==> src/rtl/cfg_seq_pkg.sv <==
// Shared opcodes, status masks, accepted IDs and state encodings for the
// configuration sequencer. Assumes a slave port that takes 32-bit words
// most significant byte first.
package cfg_seq_pkg;
    localparam logic [7:0] OP_READ_ID   = 8'h07;
    localparam logic [7:0] OP_READ_STAT = 8'h09;
    localparam logic [7:0] OP_ERASE     = 8'h70;
    localparam logic [7:0] OP_REFRESH   = 8'h71;
    localparam logic [7:0] OP_WR_EN     = 8'h4A;
    localparam logic [7:0] OP_WR_DIS    = 8'h4F;
    localparam logic [7:0] OP_WR_INC    = 8'h41;

    localparam int          NUM_IDS = 2;
    localparam logic [31:0] ACCEPT_IDS [NUM_IDS] = '{32'hC208_8080, 32'hC204_8080};

    localparam logic [31:0] STAT_ERASED   = 32'h0001_0000;
    localparam logic [31:0] STAT_DONE_BIT = 32'h0000_4000;

    typedef enum logic [1:0] {
        ERR_NONE, ERR_BAD_ID, ERR_CLR_TMO, ERR_NOT_DONE
    } err_e;

    typedef enum logic [3:0] {
        S_IDLE, S_RD_ID, S_CHK_ID, S_RD_STAT0, S_REFRESH, S_WR_EN,
        S_ERASE, S_POLL, S_POLL_WAIT, S_STREAM, S_WR_DIS, S_FINAL
    } seq_e;

    typedef enum logic [1:0] {PH_OPEN, PH_BYTE, PH_WAIT, PH_CLOSE} ph_e;
endpackage

==> src/rtl/spi_byte_master.sv <==
// Mode-0 byte shifter. It moves one byte MSB first per start pulse and
// samples MISO on the rising edge of sclk. The sclk half period is HALF_DIV
// system clocks. Assumes start arrives only while busy is low; chip select
// is owned by the caller.
module spi_byte_master #(
    parameter int HALF_DIV = 4
) (
    input  logic       clk,
    input  logic       rst_n,
    input  logic       start,
    input  logic [7:0] tx_byte,
    output logic       busy,
    output logic       done,
    output logic [7:0] rx_byte,
    output logic       sclk,
    output logic       mosi,
    input  logic       miso
);
    localparam int DW = (HALF_DIV > 1) ? $clog2(HALF_DIV) : 1;

    logic [DW-1:0] div_cnt;
    logic [2:0]    bit_idx;
    logic [7:0]    shreg;
    logic          active;

    // Shift engine: divide the clock, toggle sclk, sample on rise, shift on fall.
    always_ff @(posedge clk) begin
        if (!rst_n) begin
            div_cnt <= '0;
            bit_idx <= '0;
            shreg   <= '0;
            active  <= 1'b0;
            sclk    <= 1'b0;
            done    <= 1'b0;
            rx_byte <= '0;
        end else begin
            done <= 1'b0;
            if (!active) begin
                if (start) begin
                    active  <= 1'b1;
                    shreg   <= tx_byte;
                    bit_idx <= '0;
                    div_cnt <= '0;
                    sclk    <= 1'b0;
                end
            end else if (div_cnt == DW'(HALF_DIV - 1)) begin
                div_cnt <= '0;
                if (!sclk) begin
                    sclk    <= 1'b1;
                    rx_byte <= {rx_byte[6:0], miso};
                end else begin
                    sclk    <= 1'b0;
                    shreg   <= {shreg[6:0], 1'b0};
                    bit_idx <= bit_idx + 3'd1;
                    if (bit_idx == 3'd7) begin
                        active <= 1'b0;
                        done   <= 1'b1;
                    end
                end
            end else begin
                div_cnt <= div_cnt + DW'(1);
            end
        end
    end

    assign busy = active;
    assign mosi = shreg[7];


    sclk_idle_chk: assert property (@(posedge clk) disable iff (!rst_n)
        sclk |-> active);
endmodule

==> src/rtl/poll_interval_timer.sv <==
// One-shot interval timer. An arm pulse starts it, and expired pulses for
// one cycle after POLL_CYCLES counts. Assumes POLL_CYCLES >= 1.
module poll_interval_timer #(
    parameter int POLL_CYCLES = 1000
) (
    input  logic clk,
    input  logic rst_n,
    input  logic arm,
    output logic expired
);
    localparam int TW = $clog2(POLL_CYCLES + 1);

    logic [TW-1:0] cnt;
    logic          running;

    // Count the interval and raise a single expiry pulse.
    always_ff @(posedge clk) begin
        if (!rst_n) begin
            cnt     <= '0;
            running <= 1'b0;
            expired <= 1'b0;
        end else begin
            expired <= 1'b0;
            if (arm) begin
                running <= 1'b1;
                cnt     <= '0;
            end else if (running) begin
                if (cnt == TW'(POLL_CYCLES - 1)) begin
                    running <= 1'b0;
                    expired <= 1'b1;
                end else begin
                    cnt <= cnt + TW'(1);
                end
            end
        end
    end


    expire_src_chk: assert property (@(posedge clk) disable iff (!rst_n)
        expired |-> $past(running));
endmodule

==> src/rtl/fpga_cfg_seq.sv <==
// Configuration sequencer top. It runs ID read and check, refresh,
// write-enable, erase, a timed status poll, the bitstream frame,
// write-disable and a final status check. A single frame runner drives chip
// select and the byte shifter for every command. Assumes the target answers
// reads in bytes 4..7 of an 8-byte frame.
module fpga_cfg_seq
    import cfg_seq_pkg::*;
#(
    parameter int CLK_HZ      = 100_000_000,
    parameter int POLL_MS     = 10,
    parameter int POLL_CYCLES = CLK_HZ / 1000 * POLL_MS,
    parameter int MAX_POLLS   = 500,
    parameter int HALF_DIV    = 4
) (
    input  logic       clk,
    input  logic       rst_n,
    input  logic       start,
    output logic       busy,
    output logic       done_ok,
    output logic [1:0] err_code,
    output logic       spi_cs_n,
    output logic       spi_sclk,
    output logic       spi_mosi,
    input  logic       spi_miso,
    input  logic [7:0] bs_data,
    input  logic       bs_valid,
    input  logic       bs_last,
    output logic       bs_ready
);
    localparam int PW = $clog2(MAX_POLLS + 1);

    seq_e          seq;
    ph_e           ph;
    logic [2:0]    idx;
    logic [31:0]   word;
    logic          last_q;
    logic [PW-1:0] poll_cnt;
    logic          tmr_arm, tmr_exp;
    logic          spi_go, spi_busy, spi_done;
    logic [7:0]    spi_rx, tx_byte, cur_op;
    logic          rd_frm, strm, frame_end, id_ok;

    // Frame attributes for the current sequence step.
    always_comb begin
        cur_op = OP_READ_STAT;
        rd_frm = 1'b0;
        strm   = 1'b0;
        case (seq)
            S_RD_ID:                     begin cur_op = OP_READ_ID; rd_frm = 1'b1; end
            S_RD_STAT0, S_POLL, S_FINAL: begin cur_op = OP_READ_STAT; rd_frm = 1'b1; end
            S_REFRESH:                   cur_op = OP_REFRESH;
            S_WR_EN:                     cur_op = OP_WR_EN;
            S_ERASE:                     cur_op = OP_ERASE;
            S_STREAM:                    begin cur_op = OP_WR_INC; strm = 1'b1; end
            S_WR_DIS:                    cur_op = OP_WR_DIS;
            default:                     cur_op = OP_READ_STAT;
        endcase
    end

    // Byte to send: opcode, then stuffing, then payload or dummy.
    always_comb begin
        if (idx == 3'd0)      tx_byte = cur_op;
        else if (idx < 3'd4)  tx_byte = strm ? 8'hFF : 8'h00;
        else                  tx_byte = strm ? bs_data : 8'h00;
    end

    // Compare the captured ID against the accepted list.
    always_comb begin
        id_ok = 1'b0;
        for (int i = 0; i < NUM_IDS; i++)
            if (word == ACCEPT_IDS[i]) id_ok = 1'b1;
    end

    assign bs_ready  = (seq == S_STREAM) && (ph == PH_BYTE) && (idx == 3'd4);
    assign spi_go    = (ph == PH_BYTE) && (!bs_ready || bs_valid);
    assign frame_end = rd_frm ? (idx == 3'd7) :
                       strm   ? ((idx == 3'd4) && last_q) : (idx == 3'd3);

    // Sequencer and frame runner: step commands, track polls, post results.
    always_ff @(posedge clk) begin
        if (!rst_n) begin
            seq      <= S_IDLE;
            ph       <= PH_CLOSE;
            idx      <= '0;
            word     <= '0;
            last_q   <= 1'b0;
            poll_cnt <= '0;
            tmr_arm  <= 1'b0;
            spi_cs_n <= 1'b1;
            busy     <= 1'b0;
            done_ok  <= 1'b0;
            err_code <= ERR_NONE;
        end else begin
            tmr_arm <= 1'b0;
            case (seq)
                S_IDLE: if (start) begin
                    busy     <= 1'b1;
                    done_ok  <= 1'b0;
                    err_code <= ERR_NONE;
                    poll_cnt <= '0;
                    seq      <= S_RD_ID;
                    ph       <= PH_OPEN;
                end
                S_CHK_ID: begin
                    if (id_ok) begin
                        seq <= S_RD_STAT0;
                        ph  <= PH_OPEN;
                    end else begin
                        err_code <= ERR_BAD_ID;
                        busy     <= 1'b0;
                        seq      <= S_IDLE;
                    end
                end
                S_POLL_WAIT: if (tmr_exp) begin
                    seq <= S_POLL;
                    ph  <= PH_OPEN;
                end
                default: begin
                    case (ph)
                        PH_OPEN: begin
                            spi_cs_n <= 1'b0;
                            idx      <= '0;
                            ph       <= PH_BYTE;
                        end
                        PH_BYTE: if (spi_go) begin
                            ph <= PH_WAIT;
                            if (bs_ready) last_q <= bs_last;
                        end
                        PH_WAIT: if (spi_done) begin
                            if (idx >= 3'd4) word <= {word[23:0], spi_rx};
                            if (frame_end) begin
                                spi_cs_n <= 1'b1;
                                ph       <= PH_CLOSE;
                            end else begin
                                idx <= (strm && idx == 3'd4) ? idx : idx + 3'd1;
                                ph  <= PH_BYTE;
                            end
                        end
                        PH_CLOSE: begin
                            case (seq)
                                S_RD_ID:    seq <= S_CHK_ID;
                                S_RD_STAT0: begin seq <= S_REFRESH; ph <= PH_OPEN; end
                                S_REFRESH:  begin seq <= S_WR_EN;   ph <= PH_OPEN; end
                                S_WR_EN:    begin seq <= S_ERASE;   ph <= PH_OPEN; end
                                S_ERASE:    begin seq <= S_POLL;    ph <= PH_OPEN; end
                                S_POLL: begin
                                    if (word == STAT_ERASED) begin
                                        seq <= S_STREAM;
                                        ph  <= PH_OPEN;
                                    end else if (poll_cnt == PW'(MAX_POLLS - 1)) begin
                                        err_code <= ERR_CLR_TMO;
                                        busy     <= 1'b0;
                                        seq      <= S_IDLE;
                                    end else begin
                                        poll_cnt <= poll_cnt + PW'(1);
                                        tmr_arm  <= 1'b1;
                                        seq      <= S_POLL_WAIT;
                                    end
                                end
                                S_STREAM:   begin seq <= S_WR_DIS; ph <= PH_OPEN; end
                                S_WR_DIS:   begin seq <= S_FINAL;  ph <= PH_OPEN; end
                                S_FINAL: begin
                                    if ((word & STAT_DONE_BIT) != 32'h0) done_ok <= 1'b1;
                                    else err_code <= ERR_NOT_DONE;
                                    busy <= 1'b0;
                                    seq  <= S_IDLE;
                                end
                                default: seq <= S_IDLE;
                            endcase
                        end
                        default: ph <= PH_CLOSE;
                    endcase
                end
            endcase
        end
    end

    spi_byte_master #(.HALF_DIV(HALF_DIV)) i_shift (
        .clk(clk), .rst_n(rst_n), .start(spi_go), .tx_byte(tx_byte),
        .busy(spi_busy), .done(spi_done), .rx_byte(spi_rx),
        .sclk(spi_sclk), .mosi(spi_mosi), .miso(spi_miso)
    );

    poll_interval_timer #(.POLL_CYCLES(POLL_CYCLES)) i_timer (
        .clk(clk), .rst_n(rst_n), .arm(tmr_arm), .expired(tmr_exp)
    );


    cs_sclk_chk: assert property (@(posedge clk) disable iff (!rst_n)
        spi_cs_n |-> !spi_sclk);

    poll_bound_chk: assert property (@(posedge clk) disable iff (!rst_n)
        poll_cnt < PW'(MAX_POLLS));

    stall_hold_chk: assert property (@(posedge clk) disable iff (!rst_n)
        (bs_ready && !bs_valid) |=> (!spi_cs_n && !spi_sclk));

    done_excl_chk: assert property (@(posedge clk) disable iff (!rst_n)
        done_ok |-> (err_code == ERR_NONE));

    start_gate_chk: assert property (@(posedge clk) disable iff (!rst_n)
        $rose(busy) |-> $past(start));

    ready_frame_chk: assert property (@(posedge clk) disable iff (!rst_n)
        bs_ready |-> (!spi_cs_n && !spi_busy && busy));
endmodule

==> config.mk <==
export PLATFORM = sky130hd
export DESIGN_NAME = fpga_cfg_seq
export DESIGN_NICKNAME = d
export VERILOG_FILES = /design/src/rtl/cfg_seq_pkg.sv /design/src/rtl/spi_byte_master.sv /design/src/rtl/poll_interval_timer.sv /design/src/rtl/fpga_cfg_seq.sv
export SDC_FILE = /design/constraint.sdc
export NUM_CORES = 1
export LEC_CHECK = 0
export BUFFER_PORTS_ARGS = -buffer_cell sky130_fd_sc_hd__buf_4
export CAP_MARGIN = 5
export CELL_PAD_IN_SITES_DETAIL_PLACEMENT = 1
export CELL_PAD_IN_SITES_GLOBAL_PLACEMENT = 1
export CORE_MARGIN = 10
export CORE_UTILIZATION = 44
export CTS_BUF_LIST = sky130_fd_sc_hd__clkbuf_2 sky130_fd_sc_hd__clkbuf_4 sky130_fd_sc_hd__clkbuf_8
export CTS_CLUSTER_DIAMETER = 40
export CTS_CLUSTER_SIZE = 8
export DETAILED_ROUTE_END_ITERATION = 8
export PLACE_DENSITY = 0.9
export SYNTH_ARGS = -nofsm -noshare
export SYNTH_HDL_FRONTEND = slang
export SYNTH_SLANG_ARGS = --single-unit
==> constraint.sdc <==
create_clock -name clk -period 1.8 [get_ports clk]
set_input_delay 0.54 -clock clk [delete_from_list [all_inputs] [get_ports clk]]
set_output_delay 0.54 -clock clk [all_outputs]
set_load 0.05 [all_outputs]
==> summary.md <==
| Metric | Value |
|---|---|
| Status | complete, but fails checks |
| Failing checks | negative setup slack |
| Clock skew | 0.02985 ns |
| Io pins | 22 |
| Post-synthesis async set-or-reset flop share | 0 |
| Syn Nets | 638 |
| Fmax | 418.9 MHz |
| GPL Wtd Cong | 0.9592 |
| DIE HEIGHT | 127.2 um |
| Synth area leaders | dfxtp_1 41%, nand2_1 9.6%, a21boi_0 5.8% |
| Synthesized area | 5052 sq um |
| WS Path Type | reg -> out |
| Fin. Hold Viols | 0 |
| Hold Crit Start | spi_miso |
| Tcrit/Tclk final | 1.326 |
| Max cap viols | 0 |
| Commonest non-fill, non-tap cell in the layout | buf_4 |
| Gr usage total | 0.2467 |
| Clk slew on worst S/H paths | 0.13 ns |
| Mapped Cells | 615 |
| WL per Instance | 31.99 um |
| Dpl hpwl | 11.60 mm |
| Dpl cells | 833 |
| 1st-pass router iterations | 5 |
| Synth warn | 0 |
| CTS tree | yes |
| Power per Cell Area | 1107 nW/um^2 |
| Critical Path Max Stage Delay | 0.38 ns |
| Post-synth top area cell | dfxtp_1 |
| Core Region | 11320 sq um |
| Worst setup margin | -0.5871 ns |
| Total grt overflow | 0 |
| Setup-failing EPs final | 76 |
| Crit-path max FO | 2 |
| Total Wirelength | 28.73 mm |
| Initial DRC Count | 722 |
| CP startpoint kind | flip-flop |
| Pin count of the biggest net entering global routing | 33 |
| Clock root cell | clkbuf_8 |
| Max Slew Vio Count | 0 |
| Crit end category | primary output |
| Synth top area share | 0.4081 |
| Clock sink count | 103 |
| Vias post-DR | 6153 |
| Critical register-to-register path startpoint | seq[2] |
| Post-route DRC | 0 |
| Via/cell ratio | 6.852 |
| Area grow syn2layout | 48.84% |
| Number of synthesized flops with an enable pin | 0 |
| Worst slack, placed | -0.3299 ns |
| Synth Area per Inst | 8.215 sq um |
| # hold bufs at CTS | 0 |
| FF-to-FF End | err_code[1] |
| Hold path depth | 3 |
| Reg2Reg Depth | 9 |
| Htree depth | 3 |
| Top FF cell, synth | dfxtp_1 |
| RSZ-0062 raised after global routing | yes |
| Seq/Total Area, Yosys | 0.4081 |
| Worst-Skew Late Latency | 0.45 ns |
| Die area | 16170 sq um |
| Max-slew headroom | 0.6016 |
| Fillers | 1220 |
| Antenna violations before repair | 1 |
| CTS Buf Count | 9 |
| Post-DRT Antenna Nets | 0 |
| Crit path DAT | 1.85 ns |
| Final Non-Filler Cells | 898 |
| Vias in the first global route | 5880 |
| I/O Buffers | 21 |
| Clock tree buffer depth | 2 |
| Starting density of the core | 0.4463 |
| CP required | 1.26 ns |
| Final #Nets | 772 |
| Seq cells post-synth | 103 |
| Commonest non-fill, non-tap cells in the layout | 124 x buf_4, 104 x nand2_1, 86 x dfxtp_1 |
| CP max-delay cell | dfxtp_4 |
| Worst hold-check path type | in -> reg |
| Critical-path cell list | and2b_2, nand4_1, buf_4, nor2_4, buf_8 |
| First-pass GRT wire length | 31.92 mm |
| Hold endpoint | i_shift.rx_byte[0] |
| Peak VDD IR | 1.196 mV |
| Worst Tran Pin Value | 0.5969 ns |
| FF-to-FF setup slack | -0.46 ns |
| Die W | 127.2 um |
| Core Rows | 39 |
| Final worst path period need | 2.387 ns |
| Cell variety after synth | 66 |
| Share of cells above drive strength 1 | 0.4443 |
| LEAKAGE | 0.002904 uW |
==> registers in the layout, indices dropped and copies added (netlist names), 2 cells and up <==
| signal | flops |
|---|---|
| idx | 3 |
| i_shift.shreg | 8 |
| err_code | 2 |
| poll_cnt | 9 |
| word | 32 |
| i_shift.rx_byte | 8 |
| seq | 4 |
| ph | 2 |
| i_shift.bit_idx | 3 |
| i_shift.div_cnt | 2 |
| i_timer.cnt | 20 |
==> synth_stat cells (4+ instances only) <==
| cell type | instances |
|---|---|
| nor2_1 | 43 |
| buf_2 | 11 |
| nand2_1 | 129 |
| a31oi_1 | 6 |
| inv_1 | 16 |
| nand2b_1 | 9 |
| dfxtp_1 | 103 |
| nand4_1 | 14 |
| ha_1 | 9 |
| o31ai_1 | 5 |
| nor4b_1 | 4 |
| a21boi_0 | 39 |
| nor4_1 | 11 |
| a21oi_1 | 14 |
| and2_1 | 6 |
| xor2_1 | 18 |
| clkbuf_1 | 19 |
| nor3_1 | 11 |
| and3_1 | 7 |
| o22ai_1 | 5 |
| xnor2_1 | 9 |
| o21a_1 | 4 |
| nor2b_1 | 8 |
| nand3_1 | 22 |
| mux2i_1 | 4 |
| a21boi_1 | 10 |
| o21ai_0 | 16 |
==> metal layers <==
| layer | global-route usage | up-vias | wire, um |
|---|---|---|---|
| li1 | - | 2422 | - |
| met1 | 0.2544 | 2971 | 9755 |
| met3 | 0.06617 | 232 | 2413 |
| met4 | 0.1386 | 0 | 2677 |
| met5 | 0 | - | 0 |
| met2 | 0.4432 | 528 | 13880 |
==> worst max-delay path by stage <==
stage,from,end
global route,seq[2],bs_ready
finish,seq[2],bs_ready
detailed placement,seq[0],i_shift.shreg[2]
global placement,seq[3],err_code[1]
floorplan,idx[2],idx[0]
CTS,seq[2],bs_ready
==> where the power goes <==
part	internal [uW]	switching (uW)
logic	1680	2230
clock network	689	1070
registers	2440	219
==> layout make-up <==
cell class | instances | area (sq um) | area share
Timing Repair Buffer | 157 | 1386 | 0.1844
Antenna cell | 1 | 2.502 | 0.0003328
Multi-Input combinational cell | 462 | 3566 | 0.4742
Inverter | 16 | 72.57 | 0.009651
Clock inverter | 7 | 96.34 | 0.01281
Tap cell | 143 | 178.9 | 0.02379
Sequential cell | 103 | 2093 | 0.2784
Clock buffer | 9 | 123.9 | 0.01647
==> critical path: cells and delay by family, from the launching register on <==
kind / cells / cell delay (ns)
and+or+nand+nor: 3 / 0.64
DFF: 1 / 0.38
buffers and inverters: 2 / 0.37
==> kinds of logic (layout without fill, tap and decap cells) <==
logic type	Yosys count	count (layout)	synth area share
compound gates	131	133	0.1882
fa+ha+maj	9	9	0.02229
flops	103	103	0.4081
xor+xnor	27	27	0.04681
simple gates	289	289	0.2786
mux	4	4	0.007925
other cells	0	1	0
buf+inv	52	189	0.04804
==> per-stage QoR <==
step                      hold WS (ns)    util  cell area (sq um)  total power (uW)  TNS, ns
final                           0.4138  0.6642               7520              8325   -14.96
after global routing            0.4186  0.6642               7520              8472   -17.73
after CTS                       0.3808  0.5787               6551              6754   -2.516
after detailed placement        0.4670  0.5229               5919              4687   -3.844
after global placement          0.4409  0.5229               5919              4532  -0.7554
after floorplan                 0.4309       -               5060              3819        0
==> timing repair <==
| item | in CTS | in global routing |
|---|---|---|
| resized for setup | 87 | 172 |
| hold endpoints to repair | 0 | 0 |
| pin swaps | 28 | 78 |
| buffers inserted | 18 | 29 |
| setup endpoints to repair | 47 | 87 |
| cloned | 1 | 7 |
No activity file was read; power rests on OpenSTA's default activity.
